===== src/rtl/nic_irq_pkg.sv =====
package nic_irq_pkg;
   localparam int NBITS = 8;

   // cause bit positions
   localparam int B_PAUSE = 0;
   localparam int B_ERLY  = 1;
   localparam int B_SOFT  = 2;
   localparam int B_MGMT  = 3;
   localparam int B_NORES = 4;
   localparam int B_CUIDL = 5;
   localparam int B_FRAME = 6;
   localparam int B_CDONE = 7;

   // control bit positions
   localparam int C_GDIS = 0;
   localparam int C_SOFT = 1;
   localparam int C_MLO  = 2;

   typedef logic [NBITS-1:0] irq_vec_t;
   typedef logic [NBITS-C_MLO-1:0] mask_fld_t;

   // Move the six mask bits onto the cause positions they gate.
   function automatic irq_vec_t align_mask(mask_fld_t m);
      irq_vec_t r;
      r          = '0;
      r[B_PAUSE] = m[0];
      r[B_ERLY]  = m[1];
      r[B_NORES] = m[2];
      r[B_CUIDL] = m[3];
      r[B_FRAME] = m[4];
      r[B_CDONE] = m[5];
      return r;
   endfunction
endpackage


===== src/rtl/nic_irq_status.sv =====
module nic_irq_status
   import nic_irq_pkg::*;
(
   input  logic     clk,
   input  logic     rst_n,
   input  irq_vec_t set_i,
   input  irq_vec_t clr_i,
   output irq_vec_t stat_o
);
   irq_vec_t stat_q;

   genvar gi;
   generate
      for (gi = 0; gi < NBITS; gi++) begin : g_bit
         always_ff @(posedge clk) begin
            if (!rst_n)
               stat_q[gi] <= 1'b0;
            else if (set_i[gi])
               stat_q[gi] <= 1'b1;
            else if (clr_i[gi])
               stat_q[gi] <= 1'b0;
         end
      end
   endgenerate

   assign stat_o = stat_q;
endmodule


===== src/rtl/nic_irq_ctrl.sv =====
module nic_irq_ctrl
   import nic_irq_pkg::*;
(
   input  logic     clk,
   input  logic     rst_n,
   input  logic     wr_i,
   input  irq_vec_t wdata_i,
   output irq_vec_t ctrl_o,
   output logic     soft_o
);
   irq_vec_t ctrl_q;
   logic     soft_q;

   always_ff @(posedge clk) begin
      if (!rst_n) begin
         ctrl_q         <= '0;
         ctrl_q[C_GDIS] <= 1'b1;
         soft_q         <= 1'b0;
      end else begin
         soft_q <= wr_i & wdata_i[C_SOFT];
         if (wr_i) begin
            ctrl_q         <= wdata_i;
            ctrl_q[C_SOFT] <= 1'b0;
         end
      end
   end

   assign ctrl_o = ctrl_q;
   assign soft_o = soft_q;
endmodule


===== src/rtl/nic_irq_gate.sv =====
module nic_irq_gate
   import nic_irq_pkg::*;
#(
   parameter bit IRQ_REG = 1'b0
)(
   input  logic      clk,
   input  logic      rst_n,
   input  irq_vec_t  stat_i,
   input  mask_fld_t mask_i,
   input  logic      gdis_i,
   output logic      irq_o
);
   irq_vec_t live;
   logic     irq_d;

   assign live  = stat_i & ~align_mask(mask_i);
   assign irq_d = ~gdis_i & (|live);

   generate
      if (IRQ_REG) begin : g_flop
         logic irq_q;
         always_ff @(posedge clk) begin
            if (!rst_n) irq_q <= 1'b0;
            else        irq_q <= irq_d;
         end
         assign irq_o = irq_q;
      end else begin : g_comb
         logic unused_ok;
         assign unused_ok = clk ^ rst_n;
         assign irq_o = irq_d;
      end
   endgenerate
endmodule


===== src/rtl/nic_irq_unit.sv =====
module nic_irq_unit
   import nic_irq_pkg::*;
#(
   parameter int ADDR_W   = 3,
   parameter int STAT_OFS = 1,
   parameter int CTRL_OFS = 3,
   parameter bit IRQ_REG  = 1'b0
)(
   input  logic              clk,
   input  logic              rst_n,
   input  logic [ADDR_W-1:0] reg_addr,
   input  logic              reg_wr,
   input  logic [7:0]        reg_wdata,
   output logic [7:0]        reg_rdata,
   input  logic [7:0]        evt_i,
   output logic              irq_o
);
   localparam int SPAN = 1 << ADDR_W;
   localparam logic [ADDR_W-1:0] A_STAT = ADDR_W'(STAT_OFS);
   localparam logic [ADDR_W-1:0] A_CTRL = ADDR_W'(CTRL_OFS);

   generate
      if (ADDR_W < 1 || ADDR_W > 16) begin : g_bad_w
         $error("nic_irq_unit: ADDR_W out of range");
      end
      if (STAT_OFS >= SPAN || CTRL_OFS >= SPAN) begin : g_bad_ofs
         $error("nic_irq_unit: offset beyond address space");
      end
      if (STAT_OFS == CTRL_OFS) begin : g_clash
         $error("nic_irq_unit: register offsets collide");
      end
   endgenerate

   irq_vec_t stat_q, ctrl_q, set_v, clr_v;
   logic     soft_p;
   logic     hit_stat, hit_ctrl;

   assign hit_stat = (reg_addr == A_STAT);
   assign hit_ctrl = (reg_addr == A_CTRL);

   always_comb begin
      set_v         = evt_i;
      set_v[B_SOFT] = soft_p;
      clr_v         = (reg_wr && hit_stat) ? reg_wdata : '0;
   end

   nic_irq_status u_stat (
      .clk    (clk),
      .rst_n  (rst_n),
      .set_i  (set_v),
      .clr_i  (clr_v),
      .stat_o (stat_q)
   );

   nic_irq_ctrl u_ctrl (
      .clk     (clk),
      .rst_n   (rst_n),
      .wr_i    (reg_wr && hit_ctrl),
      .wdata_i (reg_wdata),
      .ctrl_o  (ctrl_q),
      .soft_o  (soft_p)
   );

   nic_irq_gate #(.IRQ_REG(IRQ_REG)) u_gate (
      .clk    (clk),
      .rst_n  (rst_n),
      .stat_i (stat_q),
      .mask_i (ctrl_q[NBITS-1:C_MLO]),
      .gdis_i (ctrl_q[C_GDIS]),
      .irq_o  (irq_o)
   );

   always_comb begin
      if (hit_stat)      reg_rdata = stat_q;
      else if (hit_ctrl) reg_rdata = ctrl_q;
      else               reg_rdata = '0;
   end
endmodule


===== config.mk =====
export PLATFORM = sky130hd
export DESIGN_NAME = nic_irq_unit
export DESIGN_NICKNAME = d
export VERILOG_FILES = /design/src/rtl/nic_irq_pkg.sv /design/src/rtl/nic_irq_status.sv /design/src/rtl/nic_irq_ctrl.sv /design/src/rtl/nic_irq_gate.sv /design/src/rtl/nic_irq_unit.sv
export SDC_FILE = /design/constraint.sdc
export NUM_CORES = 1
export LEC_CHECK = 0
export ABC_AREA = 0
export BUFFER_PORTS_ARGS = -buffer_cell sky130_fd_sc_hd__buf_2
export CORE_MARGIN = 4
export CORE_UTILIZATION = 48
export DETAILED_ROUTE_END_ITERATION = 8
export HOLD_SLACK_MARGIN = 0.03
export PLACE_DENSITY = 0.74
export SETUP_SLACK_MARGIN = 0.05
export SLEW_MARGIN = 20
export SYNTH_ARGS = -nofsm -noshare
export SYNTH_HDL_FRONTEND = slang
export SYNTH_HIERARCHICAL = 1
export SYNTH_SLANG_ARGS = --single-unit

===== constraint.sdc =====
create_clock -name clk -period 1.38 [get_ports clk]
set_clock_uncertainty 0.1 [all_clocks]
set_input_delay 0.069 -clock clk [delete_from_list [all_inputs] [get_ports clk]]
set_output_delay 0.069 -clock clk [all_outputs]
set_load 0.02 [all_outputs]

==> flow_summary_export.csv, run 1 <==
group,metric,value,unit
final_layout,area_growth_syn_to_layout,42.7,%
grt,grt_pass1_vias,745,
pwr,p_leak,0.580,nW
setup_path,slowest_delay,350,ps
setup_path,critical_path_class,"reg2out",
final_layout,final_nets,162,
final_layout,seq_area,325,µm²
logic_synthesis,ys_types,21,
final_layout,multi_input_area,513,µm²
routing,drt_first_pass_iters,5,
placement,dp_hpwl,1360,µm
routing,first_iter_violations,14,
logic_synthesis,yosys_warnings,6,
min_path,hold_path.class,"in2reg",
final_layout,fill_cells,134,
sta,fin_crit_sh,103,%
sta,hold_viol,0,
logic_synthesis,ys_seq_area_share,35.7,%
logic_synthesis,async_flop_share,0,%
routing,totalWireLength,2020,µm
status,failed_checks,"setup timing",
grt,grtUsageTotal,17.1,%
routing,antenna_left,0,
clock_tree,cts_sinks,16,
clock_tree,cts_tree,"done",
setup_path,rrSetupSlack,420,ps
pwr,peakVddDrop,0.750,mV
sta,slew_violations,0,
setup_path,worst_setup_path_end_kind,"primary output",
setup_path,crit_path_max_fanout,2,
status,status,"finished with violations",
clock_tree,cts_root_buf,"clkbuf_4",
logic_synthesis,synth_ff_type,"dfxtp_1",
flow_run,max_cap_viol_count,0,
final_layout,antenna_cells,0,
floorplanning,die_w,51.2,µm
setup_path,critical_path_buf_inv_count,2,
final_layout,layout.cells.most_common_list,"buf_2 (27), dlygate4sd3_1 (16), mux2i_1 (15), dfxtp_1 (12)",
clock_tree,cts_max_path_buffers,2,
clock_tree,htree_num_levels,1,
grt,grt-ovfl-total,0,
floorplanning,row_count,15,
setup_path,critical_path.startpoint_type,"register",
clock_tree,clk_pin_slew,90,ps
routing,drc_errors,0,
pwr,power_density,773,nW/µm²
grt,antenna_found_initial,0,
floorplanning,dieArea,2620,µm²
logic_synthesis,synth.avg_cell_area,9.97,µm²
setup_path,path_cells,"inv_2, a222oi_1, a31oi_1, buf_2",
floorplanning,initial_core_util,51.4,%
setup_path,slowest_stage,"dfxtp_2",
sta,setup_slack,-46.8,ps
logic_synthesis,synth-edff-count,0,
grt,grt_pass1_wl,3370,µm
final_layout,drive_gt1_share,38.8,%
logic_synthesis,postSynthCellCount,90,
logic_synthesis,netlist_area,897,µm²
floorplanning,die_h,51.2,µm
logic_synthesis,syn_nets,112,
final_layout,postLayoutCellArea,1280,µm²
routing,via_count,772,
clock_tree,cts_buffers,3,
sta,hold_ws,314,ps
sta,fmax,0.701,GHz
setup_path,crit_arrival,1260,ps
placement,post_dp_cell_area,1050,µm²
sta,setup_viol,1,
floorplanning,coreArea,1750,µm²
floorplanning,ioPinCount,31,
grt,grt_max_degree,17,
setup_path,cp_top_family,"compound AO/OA/AOI/OAI gates",
logic_synthesis,ys_seq_elements,16,
routing,wl_per_cell,12.3,µm
placement,place_congestion,0.736,
placement,place.port_buffers,29,
sta,period_needed,1430,ps
setup_path,worstPathRequired,1210,ps
final_layout,final_common_cell,"buf_2",
routing,vias_per_cell,4.71,
sta,rsz0062_at_grt,"true",
clock_tree,clock_latency,270,ps
report_power, final:
| group | internal [mW] | switching, mW | total, mW |
|---|---|---|---|
| sequential | 0.482 | 0.0151 | 0.497 |
| combinational | 0.119 | 0.0742 | 0.193 |
| clock | 0.160 | 0.139 | 0.299 |
worst min-delay path, stage by stage:
cell,delay [ps]
buf_2,80
and4b_1,170
buf_4,190
mux2i_1,90
nand2_1,60
metal layers:
metal	wire, µm	global-route usage [%]	part of all wire (%)	vias up
met5	0	0	0	-
met4	21	6.55	1.0	0
met3	119	3.21	5.9	2
met2	962	29.0	48	21
met1	919	21.4	45	352
li1	-	-	-	397
stage by stage:
| stage | util (%) | cells | setup TNS (ps) | power [mW] | worst slack, ps |
|---|---|---|---|---|---|
| after floorplan | - | 90 | 0 | 0.610 | 281 |
| after global placement | 60.0 | 141 | 0 | 0.654 | 158 |
| after detailed placement | 60.0 | 141 | 0 | 0.660 | 124 |
| after CTS | 72.4 | 163 | -58.5 | 1.00 | -58.5 |
| after global routing | 73.3 | 164 | -205 | 1.05 | -128 |
| final | 73.3 | 164 | -46.8 | 0.990 | -46.8 |
final timing paths:
kind                 endpoint        startpoint  depth (start not counted)
min reg2reg  u_stat/stat_o[2]     u_ctrl/soft_o                          1
max                     irq_o  u_ctrl/ctrl_o[7]                          4
max reg2reg  u_ctrl/ctrl_o[7]  u_ctrl/ctrl_o[7]                          4
min          u_ctrl/ctrl_o[0]            reg_wr                          5
synth_stat cells, types with 2 or more instances:
master | instances | area share (%)
mux2i_1 | 15 | 17
inv_1 | 6 | 2.5
nor2b_1 | 6 | 4.2
nor2_1 | 8 | 3.3
dfxtp_1 | 16 | 36
o21a_1 | 8 | 6.7
buf_4 | 2 | 1.7
nor2b_4 | 8 | 12
buf_6 | 2 | 2.5
and2_1 | 8 | 5.6
sequential cells by signal, indices dropped and copies added, names as in the netlist:
signal         flops
u_ctrl/soft_o      1
u_stat/stat_o      8
u_ctrl/ctrl_o      7
final cells by class:
class                           count  area share [%]
Multi-Input combinational cell     63            40.1
Timing Repair Buffer               50            27.5
Sequential cell                    16            25.4
Clock buffer                        4            2.83
Tap cell                           25            2.44
Inverter                            6            1.76
cell families (layout without fill, tap and decap cells):
family          Yosys count  after routing  share of synthesized area, %
other cells               1              1                         0.418
compound gates           12             12                          10.2
mux                      15             15                          16.7
buf+inv                  11             60                          7.11
flops                    16             16                          35.7
simple gates             35             35                          29.8
repair_timing:
| item | in CTS | in global routing |
|---|---|---|
| hold buffers | 16 | 0 |
| hold endpoints to repair | 15 | 0 |
| setup buffers | 2 | 1 |
| endpoints found under the setup margin | 1 | 3 |
| gates resized for setup | 6 | 3 |
| gates cloned | 0 | 0 |
| pin swaps | 2 | 3 |
No activity file was read; power rests on OpenSTA's default activity.
==> run 2: changes to the inputs <==
--- a/config.mk
+++ b/config.mk
@@ -6,7 +6,7 @@
 export NUM_CORES = 1
 export LEC_CHECK = 0
 export ABC_AREA = 0
-export BUFFER_PORTS_ARGS = -buffer_cell sky130_fd_sc_hd__buf_2
+export BUFFER_PORTS_ARGS = -buffer_cell sky130_fd_sc_hd__buf_4
 export CORE_MARGIN = 4
 export CORE_UTILIZATION = 48
 export DETAILED_ROUTE_END_ITERATION = 8
==> flow_summary_export.csv, run 2 (synthesis gave the netlist of run 1 again) <==
group,metric,value,unit
clock_tree,cts_sinks,16,
setup_path,reg2reg_to,"u_ctrl/ctrl_o[3]",
pwr,clkPwrFrac,30.1,%
floorplanning,initial_core_util,51.4,%
final_layout,drive_gt1_share,38.8,%
sta,fmax,0.668,GHz
clock_tree,cts_root_buf,"clkbuf_4",
pwr,switching_power,0.241,mW
setup_path,worst_setup_path_end_kind,"primary output",
final_layout,final_common_cell,"buf_4",
floorplanning,die_w,51.2,µm
clock_tree,cts_buffers,3,
sta,hold_viol,0,
status,status,"finished with violations",
floorplanning,dieArea,2620,µm²
routing,via_count,780,
status,failed_checks,"setup timing",
final_layout,fin_util,77.5,%
setup_path,path_cells,"inv_1, a222oi_1, a31oi_1, buf_4",
setup_path,critical_path.startpoint_type,"register",
final_layout,area_growth_syn_to_layout,50.8,%
clock_tree,cts_tree,"done",
final_layout,fill_cells,130,
flow_run,max_cap_viol_count,0,
setup_path,timing.rr.start,"u_ctrl/ctrl_o[3]",
grt,grt-ovfl-total,0,
sta,period_needed,1500,ps
setup_path,slowest_stage,"dfxtp_2",
sta,setup_viol,1,
routing,wl_per_cell,13.2,µm
floorplanning,die_h,51.2,µm
final_layout,largest_register_ffs,8,
sta,slew_violations,0,
pwr,p_seq_share,48.7,%
placement,place_congestion,0.757,
setup_path,crit_path_max_fanout,2,
final_layout,final-instance-count-excl-fill,164,
sta,fin_crit_sh,108,%
min_path,whs_endpoint,"u_ctrl/ctrl_o[0]",
sta,setup_slack,-117,ps
min_path,hold_path.class,"in2reg",
routing,drt_first_pass_iters,4,
floorplanning,row_count,15,
setup_path,rrSetupSlack,450,ps
final_layout,layout.cells.most_common_list,"buf_4 (33), dlygate4sd3_1 (16), mux2i_1 (15), dfxtp_1 (12)",
placement,place.port_buffers,29,
setup_path,r2r_cells,4,
grt,grtUsageTotal,18.1,%
floorplanning,ioPinCount,31,
grt,grt_max_degree,17,
final_layout,antenna_cells,0,
placement,dp.cells,141,
pwr,power_density,756,nW/µm²
floorplanning,coreArea,1750,µm²
grt,grt_pass1_vias,743,
pwr,p_sw_share,23.6,%
routing,antenna_left,0,
min_path,hold_path_depth,5,
setup_path,slowest_delay,340,ps
grt,antenna_found_initial,0,
clock_tree,htree_num_levels,1,
routing,drc_errors,0,
final_layout,final_nets,162,
placement,dp_hpwl,1470,µm
sta,rsz0062_at_grt,"true",
grt,grt_pass1_wl,3530,µm
routing,totalWireLength,2160,µm
setup_path,critical_path_class,"reg2out",
pwr,cellInternalPower,0.781,mW
clock_tree,clk_pin_slew,100,ps
setup_path,worstPathRequired,1210,ps
setup_path,crit_arrival,1330,ps
sta,fin_setup_tns,-117,ps
routing,first_iter_violations,17,
pwr,combinationalPowerShare,21.1,%
pwr,peakVddDrop,0.777,mV
routing,vias_per_cell,4.76,
min_path,min_from,"reg_wr",
clock_tree,clock_latency,280,ps
clock_tree,cts_max_path_buffers,2,
pwr,p_leak,0.599,nW
-- run 2: per-layer routing --
metal	share of wire (%)	GRT usage, %
met1	43	24.1
met2	50	29.8
met3	5.7	4.08
met4	0.69	3.93
met5	0	0
-- run 2: final cells by class --
cell class | count | area [µm²] | share of cell area (%)
Sequential cell | 16 | 325 | 24.1
Tap cell | 25 | 31.3 | 2.31
Timing Repair Buffer | 50 | 419 | 31.0
Multi-Input combinational cell | 63 | 518 | 38.3
Inverter | 6 | 22.5 | 1.67
Clock buffer | 4 | 36.3 | 2.68
-- run 2: worst max-delay path by stage --
stage	start	end	slack [ps]	depth (start not counted)
after CTS	u_ctrl/ctrl_o[3]	irq_o	-110	4
after global routing	u_ctrl/ctrl_o[3]	irq_o	-170	4
after floorplan	reg_addr[1]	u_stat/stat_o[0]	280	5
after detailed placement	u_ctrl/ctrl_o[3]	irq_o	140	4
final	u_ctrl/ctrl_o[3]	irq_o	-120	4
after global placement	reg_addr[1]	u_stat/stat_o[0]	160	5
-- run 2: what timing repair did --
| action | 4_1_cts | 5_1_grt |
|---|---|---|
| resized for setup | 4 | 3 |
| setup buffers | 2 | 1 |
| gates cloned | 0 | 0 |
| hold buffers | 16 | 0 |
| endpoints found under the setup margin | 1 | 3 |
| pin swaps | 2 | 1 |
| hold endpoints to repair | 16 | 0 |
-- run 2: power groups by stage --
stage	logic [mW]	registers, mW	clock network [mW]
2_1_floorplan	0.107	0.503	0
3_3_place_gp	0.170	0.507	0
3_5_place_dp	0.174	0.508	0
4_1_cts	0.212	0.497	0.309
5_1_grt	0.235	0.501	0.347
6_report	0.216	0.498	0.308
-- run 2: critical path, delay by kind of cell, from the launching register on --
family | cells | cell delay (ps)
buffers and inverters | 2 | 230
DFF | 1 | 340
AOI/OAI and AO/OA | 2 | 490
-- run 2: per-stage QoR --
step	hold slack, ps	power [mW]	worst slack, ps	cell area [µm²]
floorplan	30.9	0.610	281	897
global placement	177	0.676	158	1120
detailed placement	181	0.682	137	1120
CTS	334	1.02	-112	1340
global route	330	1.08	-169	1350
finish	337	1.02	-117	1350
